File: config.mk
export PLATFORM = sky130hd
export DESIGN_NAME = burst_seq_gen
export DESIGN_NICKNAME = d
export VERILOG_FILES = /design/src/rtl/burst_seq_gen_pkg.sv /design/src/rtl/bsg_start_capture.sv /design/src/rtl/bsg_beat_counter.sv /design/src/rtl/bsg_order_map.sv /design/src/rtl/burst_seq_gen.sv
export SDC_FILE = /design/constraint.sdc
export NUM_CORES = 1
export LEC_CHECK = 0
export BUFFER_PORTS_ARGS = -buffer_cell sky130_fd_sc_hd__buf_2
export CORE_MARGIN = 3
export CORE_UTILIZATION = 44
export CTS_BUF_LIST = sky130_fd_sc_hd__clkbuf_2 sky130_fd_sc_hd__clkbuf_4 sky130_fd_sc_hd__clkbuf_8
export CTS_CLUSTER_SIZE = 12
export DETAILED_ROUTE_END_ITERATION = 10
export GPL_ROUTABILITY_DRIVEN = 0
export PLACE_DENSITY_LB_ADDON = 0.2
export SLEW_MARGIN = 40
export SYNTH_ARGS = -nofsm -noshare
export SYNTH_HDL_FRONTEND = slang
export SYNTH_SLANG_ARGS = --single-unit
File: constraint.sdc
create_clock -name clk -period 0.8 [get_ports clk]
set_input_delay 0.16 -clock clk [delete_from_list [all_inputs] [get_ports clk]]
set_output_delay 0.16 -clock clk [all_outputs]
set_load 0.005 [all_outputs]
File: src/rtl/burst_seq_gen_pkg.sv
// Package: shared constants and the order encoding for the burst generator.
// Assumes the burst length is fixed at four beats.
package burst_seq_gen_pkg;
    localparam int BEAT_W = 2;

    typedef enum logic {
        ORD_INTERLEAVE = 1'b0,
        ORD_LINEAR     = 1'b1
    } order_e;
endpackage

File: src/rtl/bsg_start_capture.sv
// Start capture: holds the address sampled when a burst starts.
// Assumes load is already the OR of all start strobes.
module bsg_start_capture #(
    parameter int ADDR_W = 17
) (
    input  logic              clk,
    input  logic              rst_n,
    input  logic              load,
    input  logic [ADDR_W-1:0] ext_addr,
    output logic [ADDR_W-1:0] base_addr
);
    // Capture the external address on a start; clear it on reset.
    always_ff @(posedge clk) begin
        if (!rst_n)
            base_addr <= '0;
        else if (load)
            base_addr <= ext_addr;
    end
endmodule

File: src/rtl/bsg_beat_counter.sv
// Beat counter: wrapping index of the current beat inside a burst.
// Assumes load takes priority over adv; wraps with no carry out.
module bsg_beat_counter
    import burst_seq_gen_pkg::*;
(
    input  logic              clk,
    input  logic              rst_n,
    input  logic              load,
    input  logic              adv,
    output logic [BEAT_W-1:0] beat
);
    // Clear on reset or start, step on advance, otherwise hold.
    always_ff @(posedge clk) begin
        if (!rst_n)
            beat <= '0;
        else if (load)
            beat <= '0;
        else if (adv)
            beat <= beat + BEAT_W'(1);
    end
endmodule

File: src/rtl/bsg_order_map.sv
// Order map: combines captured low address bits with the beat index.
// Assumes order_lin is static within a burst; with USE_ORDER_INPUT = 0
// the input is ignored and interleaved order is forced.
module bsg_order_map
    import burst_seq_gen_pkg::*;
#(
    parameter bit USE_ORDER_INPUT = 1'b1
) (
    input  logic [BEAT_W-1:0] base_low,
    input  logic [BEAT_W-1:0] beat,
    input  logic              order_lin,
    output logic [BEAT_W-1:0] addr_low
);
    order_e order;

    generate
        if (USE_ORDER_INPUT) begin : g_pin_order
            // Take the order from the input pin.
            always_comb order = order_e'(order_lin);
        end else begin : g_fixed_order
            logic unused_order_lin;
            // Pin treated as unconnected: interleaved order only.
            always_comb begin
                unused_order_lin = order_lin;
                order            = ORD_INTERLEAVE;
            end
        end
    endgenerate

    // Pick XOR or modulo-4 sum of start offset and beat.
    always_comb begin
        if (order == ORD_LINEAR)
            addr_low = base_low + beat;
        else
            addr_low = base_low ^ beat;
    end
endmodule

File: src/rtl/burst_seq_gen.sv
// Burst address sequence generator top.
// Starts a four-beat burst on either strobe, steps the two low address
// bits on adv, maps them by the selected order. Upper bits never change
// inside a burst. Assumes ADDR_W >= 3.
module burst_seq_gen
    import burst_seq_gen_pkg::*;
#(
    parameter int ADDR_W          = 17,
    parameter bit USE_ORDER_INPUT = 1'b1
) (
    input  logic              clk,
    input  logic              rst_n,
    input  logic [ADDR_W-1:0] ext_addr,
    input  logic              start_a,
    input  logic              start_b,
    input  logic              adv,
    input  logic              order_lin,
    output logic [ADDR_W-1:0] burst_addr,
    output logic [BEAT_W-1:0] beat
);
    localparam int UPPER_W = ADDR_W - BEAT_W;

    logic              load;
    logic [ADDR_W-1:0] base_addr;
    logic [BEAT_W-1:0] addr_low;

    // Either strobe, or both together, is one start.
    always_comb load = start_a | start_b;

    bsg_start_capture #(.ADDR_W(ADDR_W)) cap_i (
        .clk      (clk),
        .rst_n    (rst_n),
        .load     (load),
        .ext_addr (ext_addr),
        .base_addr(base_addr)
    );

    bsg_beat_counter cnt_i (
        .clk  (clk),
        .rst_n(rst_n),
        .load (load),
        .adv  (adv),
        .beat (beat)
    );

    bsg_order_map #(.USE_ORDER_INPUT(USE_ORDER_INPUT)) map_i (
        .base_low (base_addr[BEAT_W-1:0]),
        .beat     (beat),
        .order_lin(order_lin),
        .addr_low (addr_low)
    );

    // Join fixed upper bits with the mapped low bits.
    always_comb burst_addr = {base_addr[ADDR_W-1 -: UPPER_W], addr_low};
endmodule

Yosys cells after proc, flatten, opt, wreduce, memory -nomap -nowiden
Index checks and enable logic that the tools add are counted.
{"block": "totals", "register_bits": 19, "in_bits": 23, "out_inout_bits": 19, "elab_cells": 9}
{"block": "op_classes", "add_sub_neg": 2, "mux": 1, "bitwise_logic": 3, "n_reduce_logical": 1}
{"op": "$add A2 B1 Y2 const B", "n": 1}
{"op": "$add A2 B2 Y2", "n": 1}
{"op": "$mux W2", "n": 1}
{"op": "$reduce_or A2 Y1", "n": 1}
{"op": "$xor A2 B2 Y2", "n": 1}
{"op": "$not A1 Y1", "n": 1}
{"op": "$or A1 B1 Y1", "n": 1}

Depth between registers and ports, before layout
Gate-level depths: netlist of run 1.
{"block": "logic_depth", "ltp_word": 2, "ltp_mapped": 3, "mapped_depth_nobuf": 3}

Modules after synthesis
A second synthesis of run 1 with hierarchy kept.
{"block": "unflattened", "hier_cells": 67, "hier_area_um2": 777.0}
{"mod": "bsg_start_capture", "instances": 1, "cells_per_inst": 54, "area_each_um2": 651.9, "seq_area_each_um2": 340.3}
{"mod": "bsg_beat_counter", "instances": 1, "cells_per_inst": 8, "area_each_um2": 85.1, "seq_area_each_um2": 40.0}
{"mod": "bsg_order_map", "instances": 1, "cells_per_inst": 4, "area_each_um2": 33.8, "seq_area_each_um2": 0.0}
{"mod": "burst_seq_gen", "instances": 1, "cells_per_inst": 1, "area_each_um2": 6.3, "seq_area_each_um2": 0.0}

Worst setup path after synthesis of run 1
OpenSTA, ideal clock, no wires.
{"block": "synth_path", "path_kind": "reg-to-output", "startpoint": "register cnt_i.beat[0]", "endpoint": "output burst_addr[1]", "arrival_time_ps": 758, "required_time_ps": 640, "path_slack_ps": -118, "stages_incl_launch_ff": 4, "n_path_buf": 0, "cell_sequence": "dfxtp_1 > ha_1 > nand2_1 > xnor2_1"}
{"block": "synth_via", "elab_chain_len": 2}
{"element": "start, declared", "line": "bsg_beat_counter.sv:10", "text": "output logic [BEAT_W-1:0] beat"}
{"element": "start signal, assigned", "line": "bsg_beat_counter.sv:19", "text": "beat <= beat + BEAT_W'(1);"}
{"element": "$add A2 B2 Y2", "line": "bsg_order_map.sv:33", "text": "addr_low = base_low + beat;"}
{"element": "$mux W2", "line": "bsg_order_map.sv:32", "text": "if (order == ORD_LINEAR)"}
{"element": "end, declared", "line": "burst_seq_gen.sv:18", "text": "output logic [ADDR_W-1:0] burst_addr,"}
Every way passes these cells.

Worst setup path after layout of run 1
{"block": "layout_path", "startpoint": "register cnt_i.beat[1]", "endpoint": "output burst_addr[1]"}
{"block": "layout_via", "elab_chain_len": 2, "word_cells_on_any_way": 3, "classes_between": "add/sub (1); mux (1); bitwise (1)"}
{"element": "$add A2 B2 Y2 / $xor A2 B2 Y2 (equally long branches)", "line": "bsg_order_map.sv:33, bsg_order_map.sv:35"}
{"element": "$mux W2 *", "line": "bsg_order_map.sv:32"}
Every way passes the cells marked *; elsewhere a longest branch is shown, timed or not.

==> results of run 1 <==
-- power groups by stage --
| stage | Clock [mW] | Sequential (mW) | Combinational (mW) |
|---|---|---|---|
| floorplan | 0 | 1.04 | 0.216 |
| detailed placement | 0 | 1.04 | 0.281 |
| global route | 0.573 | 1.04 | 0.368 |
| global placement | 0 | 1.04 | 0.273 |
| finish | 0.508 | 1.04 | 0.332 |
| CTS | 0.530 | 1.03 | 0.304 |
-- area by class of cell --
cell class                 instances  area share
multi-input combinational         61       0.397
tap                               27      0.0264
clock buffer                       4      0.0235
timing repair buffer              46       0.236
sequential                        19       0.317
-- metal layers --
layer  global-route usage  wire length, µm  part of all wire
met1                0.169              882              0.43
met2                0.235             1010              0.49
met3               0.0310              138             0.067
met4               0.0809               21             0.010
met5                    0                0                 0
-- metrics by stage --
step	hold WS [ps]	util
final	107	0.626
after global routing	102	0.626
after CTS	101	0.586
after detailed placement	429	0.538
after global placement	424	0.538
after floorplan	313	-
-- worst paths after layout --
path / cells after the start / to / from / slack, ps
setup / recovery: 3 / burst_addr[1] / cnt_i.beat[1] / -480
setup reg to reg: 4 / cnt_i.beat[1] / cnt_i.beat[0] / -170
hold / removal: 3 / cap_i.base_addr[13] / ext_addr[13] / 110
hold reg to reg: 2 / cap_i.base_addr[15] / cap_i.base_addr[15] / 550
-- cells in the mapped netlist (all sizes together) --
| library cell | number | area [µm²] |
|---|---|---|
| a21bo | 1 | 10.0 |
| a21boi | 17 | 128 |
| a21oi | 1 | 8.76 |
| buf | 19 | 145 |
| clkbuf | 3 | 11.3 |
| dfxtp | 19 | 380 |
| ha | 1 | 12.5 |
| nand2 | 1 | 3.75 |
| nand3b | 1 | 7.51 |
| nor2 | 1 | 6.26 |
| o21ai | 17 | 85.1 |
| or3b | 18 | 160 |
| xnor2 | 2 | 17.5 |
| xor2 | 1 | 8.76 |
-- worst register-to-register path, stage by stage, from the launching register on --
cell	delay, ps
sky130_fd_sc_hd__dfxtp_2	350
sky130_fd_sc_hd__buf_6	120
sky130_fd_sc_hd__buf_6	120
sky130_fd_sc_hd__a21bo_4	200
sky130_fd_sc_hd__a21oi_2	110
-- placed cells by master, fill, tap and decap left out, types with 4 or more instances in the layout --
master and n:
sky130_fd_sc_hd__a21boi_1 17, sky130_fd_sc_hd__buf_2 34, sky130_fd_sc_hd__buf_6 11, sky130_fd_sc_hd__clkbuf_4 4, sky130_fd_sc_hd__dfxtp_2 17, sky130_fd_sc_hd__o21ai_0 17
sky130_fd_sc_hd__or3b_1 17
-- logic make-up after synthesis --
logic type      Yosys count
fa+ha+maj                 1
xor+xnor                  3
simple gates             21
flops                    19
compound gates           36
buf+inv                  22
-- state kept, by name (all words and copies together) (netlist names) --
name,flops
cap_i.base_addr,17
cnt_i.beat,2
-- repair_timing --
| item | 4_1_cts | 5_1_grt |
|---|---|---|
| resized for setup | 25 | 13 |
| setup endpoints to repair | 38 | 38 |
| pin swaps | 3 | 6 |
| setup buffers | 0 | 2 |
==> impl_metrics.env, run 1 <==
export IMPL_power_per_cell_area_nw_per_um2=1470
export IMPL_min_period_ps=1280
export IMPL_critical_path_n_buffers_inverters=1
export IMPL_fill_cells=172
export IMPL_cts_max_level=1
export IMPL_avgViaCountPerCell=5.10
export IMPL_dr_total_vias=800
export IMPL_synth_warning_count=0
export IMPL_yosys_register_bits=19
export IMPL_synth_compound_gate_area_share=0.235
export IMPL_crit_path_max_fanout=2
export IMPL_netSwitchingPower_mw=0.451
export IMPL_io_buffers=41
export IMPL_placed_cells=152
export IMPL_setup_worst_path_class="register to output port"
export IMPL_power_mw=1.88
export IMPL_hold_class="primary input to register"
export IMPL_floorplan_initialDensity=0.482
export IMPL_worst_slew_pin_slew_ps=471
export IMPL_post_synth_cell_area_avg_um2=9.65
export IMPL_cts_sinks=19
export IMPL_clkLatencyLatePin_ps=290
export IMPL_post_dp_hpwl_um=1230
export IMPL_pwr_share_comb=0.177
export IMPL_cp_top_family="flip-flops"
export IMPL_critPathArrivalTime_ps=1120
export IMPL_grt_setup_unrepaired="true"
export IMPL_synthToLayoutAreaGrowth_pct=29.9
export IMPL_antenna_diode_count=0
export IMPL_max_clock_freq_mhz=779
export IMPL_wirelength_um=2050
export IMPL_tns_ps=-4110
export IMPL_synth_distinct_cells=18
export IMPL_register_clock_pin_slew_on_the_reported_worst_setup_and_hold_paths_ps=100
export IMPL_dieHeight_um=53.3
export IMPL_setup_viol_count_final=38
export IMPL_drive_gt1_frac=0.592
export IMPL_switching_share=0.240
export IMPL_ioPinCount=42
export IMPL_finalClockSkew_ps=0.0890
export IMPL_post_place_ws_ps=-255
export IMPL_drt_wirelength_per_cell_um=13.0
export IMPL_grt_first_pass_wirelength_um=3040
export IMPL_die_area_um2=2840
export IMPL_critPathCaptureType="output port"
export IMPL_timing_critical_path_cells="xor2_2, xnor2_2, buf_2"
export IMPL_outcome="finished with violations"
export IMPL_worst_slack_ps=-483
export IMPL_layout_cell_area_non_filler_um2=1280
export IMPL_clkPwrFrac=0.270
export IMPL_netlist_area_um2=985
export IMPL_share_seq_of_total_power=0.553
export IMPL_violations="setup timing"
export IMPL_track_usage=0.143
export IMPL_ir_worst_vdd_mv=1.10
export IMPL_intPower_mw=1.43
export IMPL_yosys_mux_area_fraction=0
export IMPL_holdBufCountCts=0
export IMPL_relSlewSlack=0.686
export IMPL_p_leak_nw=0.548
export IMPL_area_of_the_multi_input_gates_um2=508
export IMPL_layout_area_seq_um2=405
export IMPL_syn_nets=126
export IMPL_antenna_found_initial=0
export IMPL_seq_area_frac_synth=0.386
export IMPL_drc_viols=0
export IMPL_nNetsFinal=155
export IMPL_route_antenna_remaining_nets=0
export IMPL_cpMaxStageDelayCell="sky130_fd_sc_hd__dfxtp_2"
export IMPL_start_kind="register"
export IMPL_max_cap_viols=0
export IMPL_synth_fa_ha_area_frac=0.0127
export IMPL_instances_no_fill=157
export IMPL_dr_first_iter_drc_count=21
export IMPL_hold_violations=0
export IMPL_postSynthCellCount=102
export IMPL_floorplan_rows=16
export IMPL_slew_viol_final=0
export IMPL_overflow_left_after_global_routing=0
export IMPL_post_synth_xor_area_fraction=0.0267
export IMPL_largest_family_of_logic_cells_by_synthesized_area="compound AO/OA/AOI/OAI gates"
export IMPL_die_w_um=53.3
export IMPL_layout_worst_path_cycle_share=1.60
export IMPL_grt_start_max_net_pins=36
export IMPL_cts_max_path_buffers=2
export IMPL_detailedRoute_firstPassIterationCount=5
export IMPL_clock_buffer_count_from_cts=3
export IMPL_fraction_of_the_mapped_netlist_area_in_simple_logic_gates=0.180
export IMPL_number_of_global_route_vias_before_repair=715
export IMPL_dpl_instance_area_um2=1100
export IMPL_ctsRootBufferMaster="sky130_fd_sc_hd__clkbuf_4"
export IMPL_cp_data_required_time_ps=640
export IMPL_max_stage_delay_ps=370
export IMPL_tritoncts="done"
export IMPL_core_area_um2=2040
(Power assumes the default switching activity.)
==> inputs of run 2 (changes only) <==
Settings changed: PLACE_DENSITY from default to 0.89, PLACE_DENSITY_LB_ADDON 0.2 to default.
==> impl_metrics.env, run 2 (synthesis gave the netlist of run 1 again) <==
export IMPL_outcome="finished with violations"
export IMPL_violations="setup timing"
export IMPL_worst_slack_ps=-479
export IMPL_dr_total_vias=810
export IMPL_antenna_found_initial=0
export IMPL_floorplan_rows=16
export IMPL_clock_buffer_count_from_cts=3
export IMPL_floorplan_initialDensity=0.482
export IMPL_worstReg2RegEnd="cap_i.base_addr[0]"
export IMPL_regMostFlops="cap_i.base_addr"
export IMPL_cp_top_family="flip-flops"
export IMPL_holdBufCountCts=0
export IMPL_ioPinCount=42
export IMPL_finalClockSkew_ps=8.17
export IMPL_r2r_cells=2
export IMPL_grt_start_max_net_pins=36
export IMPL_route_antenna_remaining_nets=0
export IMPL_overflow_left_after_global_routing=0
export IMPL_ctsRootBufferMaster="sky130_fd_sc_hd__clkbuf_4"
export IMPL_cts_sinks=19
export IMPL_largestRegisters="cap_i.base_addr: 17 flops, cnt_i.beat: 2 flops"
export IMPL_grt_first_pass_wirelength_um=3280
export IMPL_gr_max_usage_layer="met2"
export IMPL_layout_worst_path_cycle_share=1.60
export IMPL_worst_slew_pin_slew_ps=467
export IMPL_slew_viol_final=0
export IMPL_timing_critical_path_cells="ha_4, nand2_4, xnor2_2, buf_2"
export IMPL_final_core_util=0.606
export IMPL_power_per_cell_area_nw_per_um2=1500
export IMPL_wirelength_um=2130
export IMPL_critical_path_n_buffers_inverters=1
export IMPL_cp_depth=4
export IMPL_cpMaxStageDelayCell="sky130_fd_sc_hd__dfxtp_2"
export IMPL_use_met3=0.0732
export IMPL_max_clock_freq_mhz=782
export IMPL_start_kind="register"
export IMPL_cp_endpoint="burst_addr[1]"
export IMPL_max_cap_viols=0
export IMPL_hold_violations=0
export IMPL_instances_no_fill=155
export IMPL_placed_cells=151
export IMPL_min_period_ps=1280
export IMPL_largest_register_ffs=17
export IMPL_track_usage=0.159
export IMPL_reg2reg_from="cap_i.base_addr[0]"
export IMPL_mostFrequentLayoutCell="sky130_fd_sc_hd__buf_2"
export IMPL_max_stage_delay_ps=370
export IMPL_worst_setup_path_startpoint="cap_i.base_addr[0]"
export IMPL_nNetsFinal=153
export IMPL_use_met1=0.199
export IMPL_clkLatencyLatePin_ps=300
export IMPL_critPathCaptureType="output port"
export IMPL_io_buffers=41
export IMPL_synthToLayoutAreaGrowth_pct=25.7
export IMPL_layout_common_cells="33 x sky130_fd_sc_hd__buf_2, 19 x sky130_fd_sc_hd__dfxtp_2, 17 x sky130_fd_sc_hd__or3b_1, 17 x sky130_fd_sc_hd__o21ai_0, 17 x sky130_fd_sc_hd__a21boi_1"
export IMPL_core_area_um2=2040
export IMPL_worstHoldStart="ext_addr[6]"
export IMPL_die_w_um=53.3
export IMPL_drc_viols=0
export IMPL_relSlewSlack=0.689
export IMPL_post_dp_hpwl_um=1410
export IMPL_hold_class="primary input to register"
export IMPL_detailedRoute_firstPassIterationCount=4
export IMPL_grt_setup_unrepaired="true"
export IMPL_tritoncts="done"
export IMPL_dr_first_iter_drc_count=5
export IMPL_flop_to_flop_setup_slack_ps=-120
export IMPL_dieHeight_um=53.3
export IMPL_drt_wirelength_per_cell_um=13.8
export IMPL_cts_max_level=1
export IMPL_ir_worst_vdd_mv=1.24
export IMPL_p_leak_nw=0.533
export IMPL_drive_gt1_frac=0.594
export IMPL_area_of_the_multi_input_gates_um2=490
export IMPL_register_clock_pin_slew_on_the_reported_worst_setup_and_hold_paths_ps=110
export IMPL_fill_cells=198
export IMPL_cp_data_required_time_ps=640
export IMPL_setup_viol_count_final=37
export IMPL_grtUsageMet2=0.253
export IMPL_die_area_um2=2840
export IMPL_number_of_global_route_vias_before_repair=752
export IMPL_cts_max_path_buffers=2
export IMPL_crit_path_max_fanout=2
export IMPL_antenna_diode_count=0
export IMPL_avgViaCountPerCell=5.23
export IMPL_critPathArrivalTime_ps=1120
export IMPL_layout_area_seq_um2=404
export IMPL_setup_worst_path_class="register to output port"
==> run 2: cell types whose count changed in the layout (fill, tap and decap cells not counted), sizes merged <==
| cell | before | now |
|---|---|---|
| buf | 46 | 44 |
| clkbuf | 4 | 3 |
| clkinv | 0 | 1 |
==> run 2: metal layers <==
metal | part of all wire | wire length [µm] | vias up
met5 | 0 | 0 | -
met4 | 0 | 0 | 0
met3 | 0.11 | 226 | 0
met2 | 0.48 | 1020 | 36
met1 | 0.42 | 892 | 378
li1 | - | - | 396
==> run 2: what timing repair did <==
action / CTS / global route
setup endpoints to repair: 38 / 38
pin swaps: 5 / 1
buffers inserted: 1 / 0
resized for setup: 29 / 6
==> run 2: area by class of cell <==
| type | instances | share of cell area |
|---|---|---|
| clock buffer | 3 | 0.0182 |
| timing repair buffer | 44 | 0.228 |
| clock inverter | 1 | 0.00404 |
| tap | 27 | 0.0273 |
| multi-input combinational | 61 | 0.396 |
| sequential | 19 | 0.327 |
==> run 2: worst register-to-register path, cell delays in order (launching register included) <==
cell,delay [ps]
sky130_fd_sc_hd__dfxtp_2,370
sky130_fd_sc_hd__or3b_1,350
sky130_fd_sc_hd__a21boi_1,130
==> run 2: worst min path at each step <==
stage | to | slack, ps | depth (start not counted)
after floorplan | cap_i.base_addr[10] | 310 | 1
after CTS | cap_i.base_addr[12] | 100 | 3
after global routing | cap_i.base_addr[12] | 90 | 3
after global placement | cap_i.base_addr[1] | 430 | 3
final | cap_i.base_addr[6] | 100 | 3
after detailed placement | cap_i.base_addr[9] | 430 | 3
==> run 2: report_power, final <==
| group | total (mW) | internal [mW] | leakage, nW | switching [mW] |
|---|---|---|---|---|
| clock network | 0.489 | 0.186 | 0.0177 | 0.303 |
| registers | 1.04 | 1.01 | 0.163 | 0.0309 |
| logic | 0.321 | 0.181 | 0.352 | 0.140 |
==> run 2: metrics by stage <==
step           hold slack (ps)  worst slack, ps  setup TNS (ps)  total power [mW]  area, µm²
6_report                   101             -479           -4300              1.85       1240
5_1_grt                   93.6             -528           -5800              1.95       1240
4_1_cts                   98.7             -456           -4560              1.84       1210
3_5_place_dp               430             -267           -4650              1.32       1090
3_3_place_gp               426             -205           -3750              1.31       1090
2_1_floorplan              313            -60.8            -140              1.26        996
